[config.mk]
export PLATFORM = sky130hd
export DESIGN_NAME = sertx_top
export DESIGN_NICKNAME = d
export VERILOG_FILES = /design/src/rtl/sertx_pkg.sv /design/src/rtl/sertx_framer.sv /design/src/rtl/sertx_holdreg.sv /design/src/rtl/sertx_shifter.sv /design/src/rtl/sertx_top.sv
export SDC_FILE = /design/constraint.sdc
export NUM_CORES = 1
export LEC_CHECK = 0
export BUFFER_PORTS_ARGS = -buffer_cell sky130_fd_sc_hd__buf_2
export CORE_MARGIN = 10
export CORE_UTILIZATION = 39
export CTS_BUF_LIST = sky130_fd_sc_hd__clkbuf_4
export CTS_CLUSTER_SIZE = 14
export DETAILED_ROUTE_END_ITERATION = 10
export GPL_TIMING_DRIVEN = 0
export SETUP_SLACK_MARGIN = 0.2
export SYNTH_ARGS = -nofsm -noshare
export SYNTH_HDL_FRONTEND = slang
export SYNTH_HIERARCHICAL = 1
export SYNTH_SLANG_ARGS = --single-unit
[constraint.sdc]
create_clock -name clk -period 2.4 [get_ports clk]
set_clock_uncertainty 0.15 [all_clocks]
set_input_delay 0.36 -clock clk [delete_from_list [all_inputs] [get_ports clk]]
set_output_delay 0.36 -clock clk [all_outputs]
set_load 0.03 [all_outputs]
[src/rtl/sertx_pkg.sv]
package sertx_pkg;
   typedef enum logic [2:0] {
      LD_HOLD,
      LD_SHIFT,
      LD_PRE,
      LD_CHAR,
      LD_IDLE
   } ld_kind_e;

   function automatic logic par_of(input logic [15:0] bits, input logic odd);
      return (^bits) ^ odd;
   endfunction
endpackage

[src/rtl/sertx_framer.sv]
module sertx_framer #(
   parameter int DATA_W    = 9,
   parameter bit PARITY_EN = 1'b1,
   parameter int FRAME_W   = DATA_W + 2,
   parameter int CNT_W     = $clog2(FRAME_W + 1)
) (
   input  logic [DATA_W-1:0]  data,
   input  logic               wide,
   input  logic               par_en,
   input  logic               par_odd,
   output logic [FRAME_W-1:0] frame,
   output logic [CNT_W-1:0]   flen
);
   localparam int TOP_WIDE   = DATA_W - 1;
   localparam int TOP_NARROW = DATA_W - 2;

   int unsigned        top_idx;
   logic [DATA_W-1:0]  below;
   logic [DATA_W-1:0]  payload;

   always_comb top_idx = wide ? TOP_WIDE : TOP_NARROW;

   always_comb begin
      for (int i = 0; i < DATA_W; i++) begin
         below[i] = data[i] & (i < top_idx);
      end
   end

   generate
      if (PARITY_EN) begin : g_par
         logic par_bit;
         assign par_bit = sertx_pkg::par_of(16'(below), par_odd);
         always_comb begin
            payload = data;
            if (!wide) payload[DATA_W-1] = 1'b1;
            if (par_en) payload[top_idx] = par_bit;
         end
      end else begin : g_nopar
         logic unused_par;
         assign unused_par = ^{par_en, par_odd, below};
         always_comb begin
            payload = data;
            if (!wide) payload[DATA_W-1] = 1'b1;
         end
      end
   endgenerate

   assign frame = {1'b1, payload, 1'b0};
   assign flen  = wide ? CNT_W'(FRAME_W) : CNT_W'(FRAME_W - 1);
endmodule

[src/rtl/sertx_holdreg.sv]
module sertx_holdreg #(
   parameter int DATA_W = 9
) (
   input  logic              clk,
   input  logic              rst_n,
   input  logic              stat_rd,
   input  logic              data_wr,
   input  logic [DATA_W-1:0] data_in,
   input  logic              take,
   output logic [DATA_W-1:0] hold_q,
   output logic              empty
);
   logic armed_q;

   always_ff @(posedge clk or negedge rst_n) begin
      if (!rst_n) begin
         hold_q  <= '0;
         empty   <= 1'b1;
         armed_q <= 1'b0;
      end else begin
         if (data_wr) hold_q <= data_in;
         if (take) begin
            empty <= 1'b1;
         end else if (data_wr && armed_q && empty) begin
            empty   <= 1'b0;
            armed_q <= 1'b0;
         end else if (stat_rd && empty) begin
            armed_q <= 1'b1;
         end
      end
   end
endmodule

[src/rtl/sertx_shifter.sv]
module sertx_shifter #(
   parameter int FRAME_W = 11,
   parameter int CNT_W   = $clog2(FRAME_W + 1)
) (
   input  logic               clk,
   input  logic               rst_n,
   input  logic               tick,
   input  logic               tx_en,
   input  logic               en_rise,
   input  logic               char_ready,
   input  logic [FRAME_W-1:0] frame_in,
   input  logic [CNT_W-1:0]   flen_in,
   output logic               take,
   output logic               bit_out,
   output logic               busy,
   output logic               pre_waiting
);
   import sertx_pkg::*;

   logic [FRAME_W-1:0] sh_q;
   logic [CNT_W-1:0]   cnt_q;
   logic               pre_q;
   logic               at_end;
   logic               pre_req;
   ld_kind_e           kind;

   assign at_end  = (cnt_q <= CNT_W'(1));
   assign pre_req = tx_en && (pre_q || en_rise);

   always_comb begin
      if (!tick)                    kind = LD_HOLD;
      else if (!at_end)             kind = LD_SHIFT;
      else if (pre_req)             kind = LD_PRE;
      else if (tx_en && char_ready) kind = LD_CHAR;
      else                          kind = LD_IDLE;
   end

   assign take = (kind == LD_CHAR);

   always_ff @(posedge clk or negedge rst_n) begin
      if (!rst_n) begin
         sh_q  <= '1;
         cnt_q <= '0;
      end else begin
         case (kind)
            LD_SHIFT: begin
               sh_q  <= {1'b1, sh_q[FRAME_W-1:1]};
               cnt_q <= cnt_q - CNT_W'(1);
            end
            LD_PRE: begin
               sh_q  <= '1;
               cnt_q <= flen_in;
            end
            LD_CHAR: begin
               sh_q  <= frame_in;
               cnt_q <= flen_in;
            end
            LD_IDLE: begin
               sh_q  <= '1;
               cnt_q <= '0;
            end
            default: ;
         endcase
      end
   end

   always_ff @(posedge clk or negedge rst_n) begin
      if (!rst_n)              pre_q <= 1'b0;
      else if (!tx_en)         pre_q <= 1'b0;
      else if (kind == LD_PRE) pre_q <= 1'b0;
      else if (en_rise)        pre_q <= 1'b1;
   end

   assign busy        = (cnt_q != '0);
   assign bit_out     = busy ? sh_q[0] : 1'b1;
   assign pre_waiting = pre_q;
endmodule

[src/rtl/sertx_top.sv]
module sertx_top #(
   parameter int DATA_W    = 9,
   parameter bit PARITY_EN = 1'b1
) (
   input  logic              clk,
   input  logic              rst_n,
   input  logic              baud_tick,
   input  logic              tx_en,
   input  logic              wide_mode,
   input  logic              par_en,
   input  logic              par_odd,
   input  logic              empty_ie,
   input  logic              stat_rd,
   input  logic              data_wr,
   input  logic [DATA_W-1:0] data_in,
   output logic              txd,
   output logic              txd_oe,
   output logic              tdre,
   output logic              tidle,
   output logic              irq
);
   localparam int FRAME_W = DATA_W + 2;
   localparam int CNT_W   = $clog2(FRAME_W + 1);

   generate
      if (DATA_W < 5 || DATA_W > 16) begin : g_bad_width
         $error("sertx_top: DATA_W must lie in 5..16");
      end
   endgenerate

   logic               en_q;
   logic               en_rise;
   logic [DATA_W-1:0]  hold_q;
   logic               empty;
   logic               take;
   logic [FRAME_W-1:0] frame;
   logic [CNT_W-1:0]   flen;
   logic               busy;
   logic               pre_waiting;

   always_ff @(posedge clk or negedge rst_n) begin
      if (!rst_n) en_q <= 1'b0;
      else        en_q <= tx_en;
   end
   assign en_rise = tx_en && !en_q;

   sertx_holdreg #(.DATA_W(DATA_W)) u_hold (
      .clk     (clk),
      .rst_n   (rst_n),
      .stat_rd (stat_rd),
      .data_wr (data_wr),
      .data_in (data_in),
      .take    (take),
      .hold_q  (hold_q),
      .empty   (empty)
   );

   sertx_framer #(
      .DATA_W    (DATA_W),
      .PARITY_EN (PARITY_EN),
      .FRAME_W   (FRAME_W),
      .CNT_W     (CNT_W)
   ) u_framer (
      .data    (hold_q),
      .wide    (wide_mode),
      .par_en  (par_en),
      .par_odd (par_odd),
      .frame   (frame),
      .flen    (flen)
   );

   sertx_shifter #(.FRAME_W(FRAME_W), .CNT_W(CNT_W)) u_shift (
      .clk         (clk),
      .rst_n       (rst_n),
      .tick        (baud_tick),
      .tx_en       (tx_en),
      .en_rise     (en_rise),
      .char_ready  (!empty),
      .frame_in    (frame),
      .flen_in     (flen),
      .take        (take),
      .bit_out     (txd),
      .busy        (busy),
      .pre_waiting (pre_waiting)
   );

   assign txd_oe = tx_en || busy;
   assign tdre   = empty;
   assign tidle  = !busy && !(tx_en && (pre_waiting || en_rise || !empty));
   assign irq    = empty && empty_ie;
endmodule

# --- Word-level counts from Yosys, hierarchy flattened ---
# Index checks and enable logic that the tools add are counted.
totals:
  n_memories: 0
  out_inout_bits: 5
  word_cells: 83
  reg_bits: 28
  latch_bits: 0
  mem_bits_ro: 0
  ramBits: 0
  input_bits: 19
op_classes:
  order_cmp: 12
  n_shift: 0
  n_mux: 21
  bitwise_logic: 11
  n_eq_ne: 5
  reduce_logical: 26
  addsub: 1
  div: 0
  mul: 0
ops:
  columns: ["op", "count"]
  rows:
  - ["less-than comparator 3 x 32 -> 1 bit (first input constant)", 4]
  - ["less-than comparator 1 x 32 -> 1 bit (first input constant)", 2]
  - ["less-than comparator 2 x 32 -> 1 bit (first input constant)", 2]
  - ["one-hot mux 11 bit (3 select lines)", 1]
  - ["greater-or-equal comparator 32 x 1 -> 1 bit (second input constant)", 1]
  - ["less-than comparator 32 x 5 -> 1 bit (second input constant)", 1]
  - ["less-than comparator 4 x 32 -> 1 bit (first input constant)", 1]
  - ["parity 16 bit", 1]
  - ["two-way mux 3 bit", 4]
  - ["one-hot mux 4 bit (3 select lines)", 1]
  - ["two-way mux 1 bit", 11]
  - ["logical AND 1 bit", 10]
  - ["bitwise AND 1 bit", 9]
  - ["bitwise mux 9 bit", 1]
  - ["two-way mux 9 bit", 1]
  - ["== test 3 x 2 -> 1 bit (second input constant)", 2]
  - ["nonzero test 3 bit", 2]
  - ["demux 1 bit (select 4 bit)", 1]
  - ["<= comparator 4 x 1 -> 1 bit (second input constant)", 1]
  - ["logical NOT 1 bit", 4]
  - ["two-way mux 4 bit", 1]
  - ["nonzero test 2 bit", 2]
  - ["nonzero test 4 bit", 1]
  - ["OR reduction 2 bit", 2]
  - ["8 further kinds", 10]

# --- Depth between registers and ports, before layout ---
# Gate-level depths: netlist of the first run.
depth:
  ltp_word: 10
  ltp_mapped: 7
  mapped_depth_nobuf: 7

# --- Hierarchy ---
# Netlist of the first run, hierarchy kept.
modules_own_cells:
  columns: ["module", "seq_area_each_um2", "instances", "cells_each", "area_per_inst_um2"]
  rows:
  - ["sertx_shifter", 414.1, 1, 104, 950.9]
  - ["sertx_holdreg", 276.5, 1, 26, 431.7]
  - ["sertx_framer", 0.0, 1, 28, 225.2]
  - ["sertx_top", 25.0, 1, 7, 60.1]

# --- Least setup slack after synthesis of the first run ---
# Ideal clock, no wire load.
synth_timing:
  path_type: "register to register"
  startpoint: "register u_hold.hold_q[5]"
  endpoint: "register u_shift.sh_q[9]"
  arrival_time_ns: 1.576
  required_ns: 2.159
  path_stages_with_launch: 7
  slack_ns: 0.584
  setup_ns: 0.091
  n_path_buf: 0
  period_less_slack_ns: 1.816
  cell_sequence: "dfrtp_1 xor2_1 xnor2_1 xor3_1 o211ai_2 nor4_1 o31ai_1"
synth_via:
  elab_chain_cells: 6
synth_lines:
  columns: ["element", "line", "rtl"]
  rows:
  - ["start: declaration", "sertx_holdreg.sv:10", "output logic [DATA_W-1:0] hold_q,"]
  - ["start signal: assignment", "sertx_holdreg.sv:21", "if (data_wr) hold_q <= data_in;"]
  - ["bitwise AND 1 bit", "sertx_framer.sv:25", "below[i] = data[i] & (i < top_idx);"]
  - ["parity 16 bit", "sertx_pkg.sv:11", "return (^bits) ^ odd;"]
  - ["XOR 1 bit", "sertx_pkg.sv:11", null]
  - ["bitwise mux 9 bit", "sertx_framer.sv:36", "if (par_en) payload[top_idx] = par_bit;"]
  - ["two-way mux 9 bit", "sertx_framer.sv:36", null]
  - ["named net frame[9]", "sertx_top.sv:36", "logic [FRAME_W-1:0] frame;"]
  - ["one-hot mux 11 bit (3 select lines)", "sertx_shifter.sv:45", "case (kind)"]
  - ["end signal: assignment", "sertx_shifter.sv:47", "sh_q <= {1'b1, sh_q[FRAME_W-1:1]};"]
  - ["end signal: assignment", "sertx_shifter.sv:55", "sh_q <= frame_in;"]
  - ["end: declaration", "sertx_shifter.sv:20", "logic [FRAME_W-1:0] sh_q;"]
# The timed path passes the listed nets, and every way through them passes these cells. The select of a mux whose other input is x is not followed.
# A chain may end at the register's enable or synchronous reset.

# --- Worst setup path in the final report of the first run ---
layout_timing:
  startpoint: "register u_shift.cnt_q[0]"
  endpoint: "output txd_oe"
layout_via:
  elab_chain_cells: 2
layout_lines:
  columns: ["element", "line", "rtl"]
  rows:
  - ["start: declaration", "sertx_shifter.sv:21", "logic [CNT_W-1:0] cnt_q;"]
  - ["start signal: assignment", "sertx_shifter.sv:48", "cnt_q <= cnt_q - CNT_W'(1);"]
  - ["start signal: assignment", "sertx_shifter.sv:52", "cnt_q <= flen_in;"]
  - ["start signal: assignment", "sertx_shifter.sv:56", "cnt_q <= flen_in;"]
  - ["nonzero test 4 bit", "sertx_shifter.sv:74", "assign busy = (cnt_q != '0);"]
  - ["named net busy", "sertx_top.sv:38", "logic busy;"]
  - ["logical OR 1 bit", "sertx_top.sv:87", "assign txd_oe = tx_en || busy;"]
  - ["end: declaration", "sertx_top.sv:17", "output logic txd_oe,"]
# The timed path passes the listed nets, and every way through them passes these cells.

==> metrics.yaml, run 1 <==
synth_cells: 165
ys_types: 42
fillers: 391
cts_buffers: 3
r2r_start: "u_shift/cnt_q[0]"
synth_top_cells_by_count: "nand2_1 (18), buf_4 (16), dfrtp_1 (16), a21oi_1 (14), dfstp_2 (12)"
port_buffers: 22
rsz0062_at_grt: "no"
wl_per_cell_um: 13.5
syn_to_final_growth_pct: 13.2
grt_pass1_wl_um: 5870
drtPass1Iterations: 4
reg2reg_depth: 6
finalWorstSetupSlack_ns: 0.362
cap_violations: 0
syn-mean-instance-area_um2: 10.1
num_io_pins: 24
final-setup-viol-count: 0
synth_top_area_share_pct: 24.0
period_minus_slack_ns: 2.04
yosysMostFrequentCell: "nand2_1"
ys.warnings.count: 6
routed_wl_um: 3320
routed_via_density: 5.06
crit_required_ns: 1.89
clock_sinks: 28
cp-end-kind: "output port"
startpoint: "u_shift/cnt_q[0]"
fp.dieW_um: 85.4
antenna_left: 0
grt_pass1_vias: 1283
fmax_ghz: 0.491
dr_total_vias: 1239
drv_slew: 0
r2r_setup_slack_ns: 0.40
cts_max_level: 1
fp.dieArea_um2: 7290
postCtsSetupBuffers: 0
synth.area.top_cells: "dfrtp_1 (24%), dfstp_2 (19%), buf_4 (7.2%), mux2_2 (6.8%), o31ai_1 (4.5%)"
hold_class: "input pin to flop"
core_region_area_um2: 4060
ys_seq_area_share_pct: 42.9
cp-start-kind: "flop"
timing.rr.end: "u_hold/armed_q"
syn-cell-area_um2: 1670
grt_overflow: 0
crit_end: "txd_oe"
clkLatencyLatePin_ns: 0.32
initialDrtViolationCount: 50
clock_path_buffers: 2
maxSlewHeadroom_pct: 58.2
place_ws_ns: 0.412
route.detailed.drc: 0
worstPathArrival_ns: 1.53
die_h_um: 85.4
utilization_pct: 46.5
clkSlewWorstSetupHoldPaths_ns: 0.15
cellLeakagePower_uw: 0.000829
finalSetupTns_ns: 0
start_util_pct: 41.1
antenna_cells: 0
hpwl_um: 2540
antenna_found_initial: 0
power_density_nw_per_um2: 986
drive_gt1_share_pct: 37.9
nets: 218
tightest_slew_ns: 0.626
rows: 23
root_buffer: "clkbuf_4"
ys.flop_type: "dfrtp_1"
status: "finished clean"
cp_max_fo: 4
grt_max_degree: 29
holdWs_ns: 0.0648
period_share_pct: 84.9
async_flop_share_pct: 100
synth_xor_area_share_pct: 5.10
synth_top_family_by_area: "simple AND/OR/NAND/NOR gates"
synth_fa_ha_area_share_pct: 2.25
gp_congestion: 0.853
yosys.area.top_type: "dfrtp_1"
worstSetupPathType: "flop to output port"
ir_drop_v: 0.000314
finalHoldViolCount: 0
ys_ff_latch: 28
cts_tree: "built"
synthMuxAreaShare_pct: 7.35
synth_compound_area_share_pct: 13.4
final_cell_area_um2: 1890
synth_edf_count: 0
globalRouteTotalUtil_pct: 9.35
placed_area_um2: 1850
yosys.area_share.simple_pct: 17.6
## registers in the layout (all words and copies together), names as in the netlist
register             flops
u_hold/armed_q           1
u_shift/cnt_q            4
u_shift/pre_waiting      1
u_hold/empty             1
u_hold/hold_q            9
u_shift/sh_q            11
en_q                     1
## kinds of logic (layout without fill, tap and decap cells)
| group | Yosys count | after routing |
|---|---|---|
| adder cells (fa/ha/maj) | 3 | 3 |
| AO/OA/AOI/OAI | 34 | 34 |
| multiplexers | 11 | 11 |
| other | 2 | 5 |
| XOR/XNOR | 8 | 8 |
| flip-flops | 28 | 28 |
| buffers and inverters | 28 | 55 |
| AND/OR/NAND/NOR | 51 | 51 |
## metal layers
layer	up-vias	global-route usage [%]	part of all wire (%)
met1	591	12.3	48
met3	2	1.91	3.2
met4	0	2.69	0.60
met2	19	15.0	48
met5	-	0	0
li1	627	-	-
## layout by cell type (no fill, tap or decap), types with 2 or more instances in the layout
cell type,instances
a21oi_1,14
nand2_1,18
nor2_1,6
buf_4,16
dfrtp_1,16
xnor2_1,6
clkbuf_4,3
or2_1,2
nor4_1,11
clkbuf_1,2
buf_6,2
conb_1,5
buf_2,24
ha_1,3
mux2_2,10
inv_1,6
o31ai_1,10
o21ai_0,3
dfstp_2,12
## per-stage QoR
stage | total power, uW | cells
after floorplan | 1470 | 168
after global placement | 1650 | 240
after detailed placement | 1670 | 240
after CTS | 1880 | 245
after global routing | 2020 | 245
final | 1860 | 245
## cell type report
cell class                 count  area [um^2]  share of cell area, %
inverter                       6         22.5                   1.19
multi-input combinational    112          781                   41.4
buffer                        22          160                   8.48
tap                           50         62.6                   3.31
sequential                    28          716                   37.9
timing repair buffer          23          120                   6.36
clock buffer                   3         22.5                   1.19
clock inverter                 1         3.75                  0.199
## where the power goes
part / leakage, uW / switching, uW / total (uW) / internal [uW]
clock: 0.0000154 / 137 / 197 / 60.9
combinational: 0.000497 / 506 / 883 / 377
sequential: 0.000316 / 111 / 780 / 669
total: 0.000829 / 754 / 1860 / 1110
## worst min path at each step
| stage | from | to | slack (ns) | cells after the start |
|---|---|---|---|---|
| finish | tx_en | en_q | 0.06 | 1 |
| CTS | tx_en | en_q | 0.05 | 1 |
| floorplan | rst_n | en_q | -0.09 | 0 |
| global route | tx_en | en_q | 0.03 | 1 |
| detailed placement | rst_n | u_hold/hold_q[0] | 0.27 | 1 |
| global placement | rst_n | u_hold/hold_q[1] | 0.26 | 1 |
## critical path, stage by stage, from the launching register on
cell     delay, ns
dfrtp_1       0.45
inv_1         0.12
ha_1          0.16
nand2_1       0.09
or2_1         0.22
buf_2         0.17
## what timing repair did
action / 4_1_cts / 5_1_grt
hold buffers: 1 / 0
resized for setup: 0 / 0
hold endpoints to repair: 16 / 0
(Power assumes the default switching activity.)
==> run 2, diff against run 1 <==
Clock period 2.4 ns to 1.8 ns, I/O delays scaled along.
==> metrics.yaml, run 2 (synthesized netlist as in run 1, its figures left out) <==
largest-register: "u_shift/sh_q"  # unchanged
clock_path_buffers: 2  # unchanged
start_util_pct: 41.1  # unchanged
drv_slew: 0  # unchanged
p_total_uw: 3790  # was 1860 uW
period_share_pct: 104
rsz0062_at_grt: "yes"  # was no
initialDrtViolationCount: 96  # was 50
grt_pass1_wl_um: 7160  # was 5870 um
grt_pass1_vias: 1554  # was 1283
clock_sinks: 28  # unchanged
route.detailed.drc: 0  # unchanged
hold_class: "input pin to flop"  # unchanged
syn_to_final_growth_pct: 53.2  # was 13.2%
cp_max_fo: 3  # was 4
die_h_um: 85.4  # unchanged
cts_buffers: 3  # unchanged
tightest_slew_ns: 0.626  # about the same
routed_wl_um: 4180  # was 3320 um
globalRouteTotalUtil_pct: 11.7  # was 9.35%
comb_power_share_pct: 60.9  # was 47.5%
cap_violations: 0  # unchanged
dr_total_vias: 1393  # was 1239
clkLatencyLatePin_ns: 0.34  # was 0.32 ns
worstPathArrival_ns: 1.44  # was 1.53 ns
clkPwrFrac_pct: 11.2  # was 10.6%
hpwl_um: 2610  # was 2540 um
drive_gt1_share_pct: 62.2  # was 37.9%
utilization_pct: 63.0  # was 46.5%
seqPwrFrac_pct: 27.9  # was 41.9%
fp.dieArea_um2: 7290  # unchanged
r2r_start: "u_hold/hold_q[2]"  # was u_shift/cnt_q[0]
largest_register_ffs: 11  # unchanged
cp-end-kind: "output port"  # unchanged
final-setup-viol-count: 2  # was 0
crit_required_ns: 1.38  # was 1.89 ns
fmax_ghz: 0.536
p_sw_share_pct: 39.5  # was 40.5%
wl_per_cell_um: 14.9  # was 13.5 um
fp.dieW_um: 85.4  # unchanged
rows: 23  # unchanged
ir_drop_v: 0.000670  # was 0.000314 V
violations: "setup timing"
cts_tree: "built"  # unchanged
maxSlewHeadroom_pct: 58.3  # was 58.2%
status: "complete, but fails checks"  # was finished clean
worstSetupPathType: "flop to output port"  # unchanged
antenna_left: 0  # unchanged
final_cell_mix: "buf_4 (31), buf_6 (19), buf_2 (17), nand2_1 (17), dfrtp_1 (15)"  # was buf_2 (24), nand2_1 (18), dfrtp_1 (16), buf_4 (16), a21oi_1 (14)
layout_commonest_cell: "buf_4"  # was buf_2
fillers: 305  # was 391
antenna_cells: 0  # unchanged
grt_max_degree: 29  # unchanged
finalSetupTns_ns: -0.0994  # was 0 ns
drtPass1Iterations: 4  # unchanged
clkSlewWorstSetupHoldPaths_ns: 0.16  # was 0.15 ns
p_switching_uw: 1500  # was 754 uW
num_io_pins: 24  # unchanged
core_region_area_um2: 4060  # unchanged
startpoint: "u_shift/cnt_q[1]"  # was u_shift/cnt_q[0]
finalWorstSetupSlack_ns: -0.0642  # was 0.362 ns
grt_overflow: 0  # unchanged
reg_top3: "u_shift/sh_q (11), u_hold/hold_q (9), u_shift/cnt_q (4)"  # unchanged
gp_congestion: 0.798  # was 0.853
period_minus_slack_ns: 1.86
routed_via_density: 4.98  # was 5.06
cts_max_level: 1  # unchanged
cellLeakagePower_uw: 0.00110  # was 0.000829 uW
place_ws_ns: -0.106  # was 0.412 ns
p_int_uw: 2290  # was 1110 uW
port_buffers: 22  # unchanged
antenna_found_initial: 0  # unchanged
min-delay-start: "data_in[4]"  # was tx_en
cp-start-kind: "flop"  # unchanged
finalHoldViolCount: 0  # unchanged
nets: 253  # was 218
power_density_nw_per_um2: 1490  # was 986 nW/um^2
root_buffer: "clkbuf_4"  # unchanged
## run 2: cell count changes in the layout (fill, tap and decap cells not counted), moves of 9 or more
cell and change:
dlygate4sd3_1 +9, buf_4 +15, a21oi_1 -9, buf_6 +17
## run 2: metal layers
layer / part of all wire, % / global-route usage (%) / vias up
met4: 1.1 / 4.19 / 0
met3: 3.2 / 1.82 / 4
met2: 53 / 20.4 / 20
li1: - / - / 692
met1: 43 / 14.0 / 677
met5: 0 / 0 / -
## run 2: layout make-up
class / count / area, um^2 / share of cell area, %
multi-input cells: 112 / 1050 / 41.2
repair buffers: 58 / 474 / 18.6
flip-flops and latches: 28 / 717 / 28.1
clock inverters: 1 / 30.0 / 1.18
plain buffers: 22 / 173 / 6.76
well taps: 50 / 62.6 / 2.45
clock buffers: 3 / 22.5 / 0.881
inverters: 6 / 22.5 / 0.881
## run 2: worst paths after layout
check	endpoint	slack, ns	depth (start not counted)
setup / recovery	txd_oe	-0.06	5
hold / removal	u_hold/hold_q[4]	0.01	2
setup reg to reg	u_shift/sh_q[9]	-0.04	6
hold reg to reg	u_shift/sh_q[9]	0.34	2
max in group asynchronous	u_shift/cnt_q[2]	0.72	2
min in group asynchronous	u_hold/hold_q[1]	0.34	2
## run 2: timing repair
action / in CTS / in global routing
resized for setup: 45 / 29
hold buffers: 10 / 0
gates cloned: 2 / 0
pin swaps: 11 / 22
setup buffers: 21 / 3
endpoints found under the hold margin: 25 / 0
setup endpoints to repair: 19 / 22
## run 2: power groups by stage
stage / Sequential, uW / Clock [uW] / Combinational (uW)
2_1_floorplan: 1040 / 0 / 963
3_3_place_gp: 1050 / 0 / 1190
3_5_place_dp: 1060 / 0 / 1230
4_1_cts: 1050 / 441 / 1990
5_1_grt: 1090 / 464 / 2470
6_report: 1060 / 425 / 2310
## run 2: critical path: stages, from the launching register on
cell and delay [ns]:
dfrtp_1 0.43, inv_2 0.11, ha_4 0.15, nand2_4 0.06, or2_1 0.22, buf_6 0.14
## run 2: stage by stage
step / hold WS (ns) / std cells / cell area, um^2
2_1_floorplan: -0.176 / 168 / 1710
3_3_place_gp: 0.162 / 240 / 1880
3_5_place_dp: 0.171 / 240 / 1880
4_1_cts: 0.00280 / 277 / 2400
5_1_grt: 0.00426 / 280 / 2550
6_report: 0.0106 / 280 / 2550
==> run 3, diff against run 2 <==
Settings changed: SKIP_LAST_GASP from default to 1.
==> metrics.yaml, run 3 (synthesized netlist as in run 1, its figures left out) <==
hold_path_depth: 2  # unchanged
place_ws_ns: -0.106  # unchanged
clock_path_buffers: 2  # unchanged
cts_buffers: 3  # unchanged
dp.cells: 240  # unchanged
antenna_found_initial: 0  # unchanged
start_util_pct: 41.1  # unchanged
nets: 254  # was 253
crit_required_ns: 1.38  # about the same
period_minus_slack_ns: 1.85  # was 1.86 ns
largest_register_ffs: 11  # unchanged
period_share_pct: 103  # was 104%
fmax_ghz: 0.539  # was 0.536 GHz
p_int_uw: 2280  # was 2290 uW
die_h_um: 85.4  # unchanged
ir_drop_v: 0.000626  # was 0.000670 V
fp.dieArea_um2: 7290  # unchanged
cp-start-kind: "flop"  # unchanged
hpwl_um: 2610  # unchanged
cts_max_level: 1  # unchanged
routed_wl_um: 4170  # was 4180 um
initialDrtViolationCount: 70  # was 96
rows: 23  # unchanged
largest-register: "u_shift/sh_q"  # unchanged
fp.dieW_um: 85.4  # unchanged
comb_power_share_pct: 60.5  # was 60.9%
grt_pass1_wl_um: 7070  # was 7160 um
num_io_pins: 24  # unchanged
reg2reg_depth: 6  # unchanged
drtPass1Iterations: 4  # unchanged
drive_gt1_share_pct: 61.9  # was 62.2%
cellLeakagePower_uw: 0.00109  # was 0.00110 uW
hold_class: "input pin to flop"  # unchanged
routed_via_density: 4.96  # was 4.98
worstPathArrival_ns: 1.43  # was 1.44 ns
cp_max_fo: 3  # unchanged
route.detailed.drc: 0  # unchanged
fin_cells: 281  # was 280
syn_to_final_growth_pct: 52.1  # was 53.2%
finalHoldViolCount: 0  # unchanged
globalRouteTotalUtil_pct: 11.5  # was 11.7%
clock_sinks: 28  # unchanged
status: "complete, but fails checks"  # unchanged
core_region_area_um2: 4060  # unchanged
maxSlewHeadroom_pct: 57.7  # was 58.3%
multi_input_area_um2: 1030  # was 1050 um^2
final_cell_area_um2: 2540  # was 2550 um^2
register_area_um2: 717  # unchanged
grt_overflow: 0  # unchanged
rsz0062_at_grt: "yes"  # unchanged
grt_pass1_vias: 1533  # was 1554
finalWorstSetupSlack_ns: -0.0550  # was -0.0642 ns
final-setup-viol-count: 2  # unchanged
root_buffer: "clkbuf_4"  # unchanged
cap_violations: 0  # unchanged
cp-end-kind: "output port"  # unchanged
fillers: 306  # was 305
p_sw_share_pct: 39.1  # was 39.5%
wl_per_cell_um: 14.8  # was 14.9 um
tightest_slew_ns: 0.635  # was 0.626 ns
clkSlewWorstSetupHoldPaths_ns: 0.16  # about the same
p_switching_uw: 1470  # was 1500 uW
utilization_pct: 62.5  # was 63.0%
port_buffers: 22  # unchanged
layout_commonest_cell: "buf_4"  # unchanged
antenna_left: 0  # unchanged
clkLatencyLatePin_ns: 0.34  # about the same
gp_congestion: 0.798  # unchanged
grt_max_degree: 29  # unchanged
cts_tree: "built"  # unchanged
seqPwrFrac_pct: 28.1  # was 27.9%
power_density_nw_per_um2: 1480  # was 1490 nW/um^2
antenna_cells: 0  # unchanged
drv_slew: 0  # unchanged
holdWs_ns: 0.00781  # was 0.0106 ns
clkPwrFrac_pct: 11.4  # was 11.2%
dr_total_vias: 1395  # was 1393
worstSetupPathType: "flop to output port"  # unchanged
final_cell_mix: "buf_4 (32), buf_6 (19), buf_2 (17), nand2_1 (17), dfrtp_1 (15)"  # was buf_4 (31), buf_6 (19), buf_2 (17), nand2_1 (17), dfrtp_1 (15)
violations: "setup timing"  # unchanged
placed_area_um2: 1880  # unchanged
reg_top3: "u_shift/sh_q (11), u_hold/hold_q (9), u_shift/cnt_q (4)"  # unchanged
-- run 3: power by group through the flow --
| stage | sequential [uW] | clock (uW) | combinational [uW] |
|---|---|---|---|
| 2_1_floorplan | 1040 | 0 | 963 |
| 3_3_place_gp | 1050 | 0 | 1190 |
| 3_5_place_dp | 1060 | 0 | 1230 |
| 4_1_cts | 1040 | 441 | 1960 |
| 5_1_grt | 1090 | 464 | 2440 |
| 6_report | 1060 | 426 | 2270 |
-- run 3: path summary, 6_finish.rpt --
check / slack (ns) / endpoint / start
min in group asynchronous: 0.34 / u_hold/hold_q[1] / rst_n
max in group asynchronous: 0.71 / u_shift/cnt_q[2] / rst_n
worst max-delay path: -0.05 / txd_oe / u_shift/cnt_q[1]
worst min-delay path: 0.008 / u_hold/hold_q[4] / data_in[4]
worst min register to register: 0.35 / u_shift/sh_q[9] / u_shift/sh_q[9]
worst max register to register: -0.04 / u_shift/sh_q[9] / u_hold/hold_q[2]
-- run 3: layer usage --
layer | GRT usage, % | routed length [um] | vias up
li1 | - | - | 695
met1 | 13.8 | 1730 | 666
met2 | 20.2 | 2220 | 26
met3 | 1.82 | 139 | 8
met4 | 4.19 | 76 | 0
met5 | 0 | 0 | -
-- run 3: what timing repair did --
| item | 4_1_cts | 5_1_grt |
|---|---|---|
| hold buffers | 10 | 0 |
| gates cloned | 2 | 0 |
| endpoints found under the setup margin | 19 | 22 |
| pin swaps | 11 | 21 |
| gates resized for setup | 42 | 28 |
| hold endpoints to repair | 25 | 0 |
| setup buffers | 21 | 4 |
-- run 3: critical path: stages (launching register included) --
cell	delay, ns
dfrtp_1	0.43
inv_2	0.10
ha_4	0.14
nand2_4	0.06
or2_1	0.22
buf_6	0.14
-- run 3: area by class of cell --
cell class / instances / area share, %
plain buffers: 22 / 6.80
clock buffers: 3 / 0.888
clock inverters: 1 / 1.18
inverters: 6 / 0.888
multi-input cells: 112 / 40.5
flip-flops and latches: 28 / 28.3
well taps: 50 / 2.47
repair buffers: 59 / 19.0
-- run 3: per-stage QoR --
step | total power, uW | setup TNS (ns)
after floorplan | 2000 | 0
after global placement | 2240 | -0.119
after detailed placement | 2300 | -0.106
after CTS | 3440 | -0.108
after global routing | 3990 | -0.638
final | 3750 | -0.0910
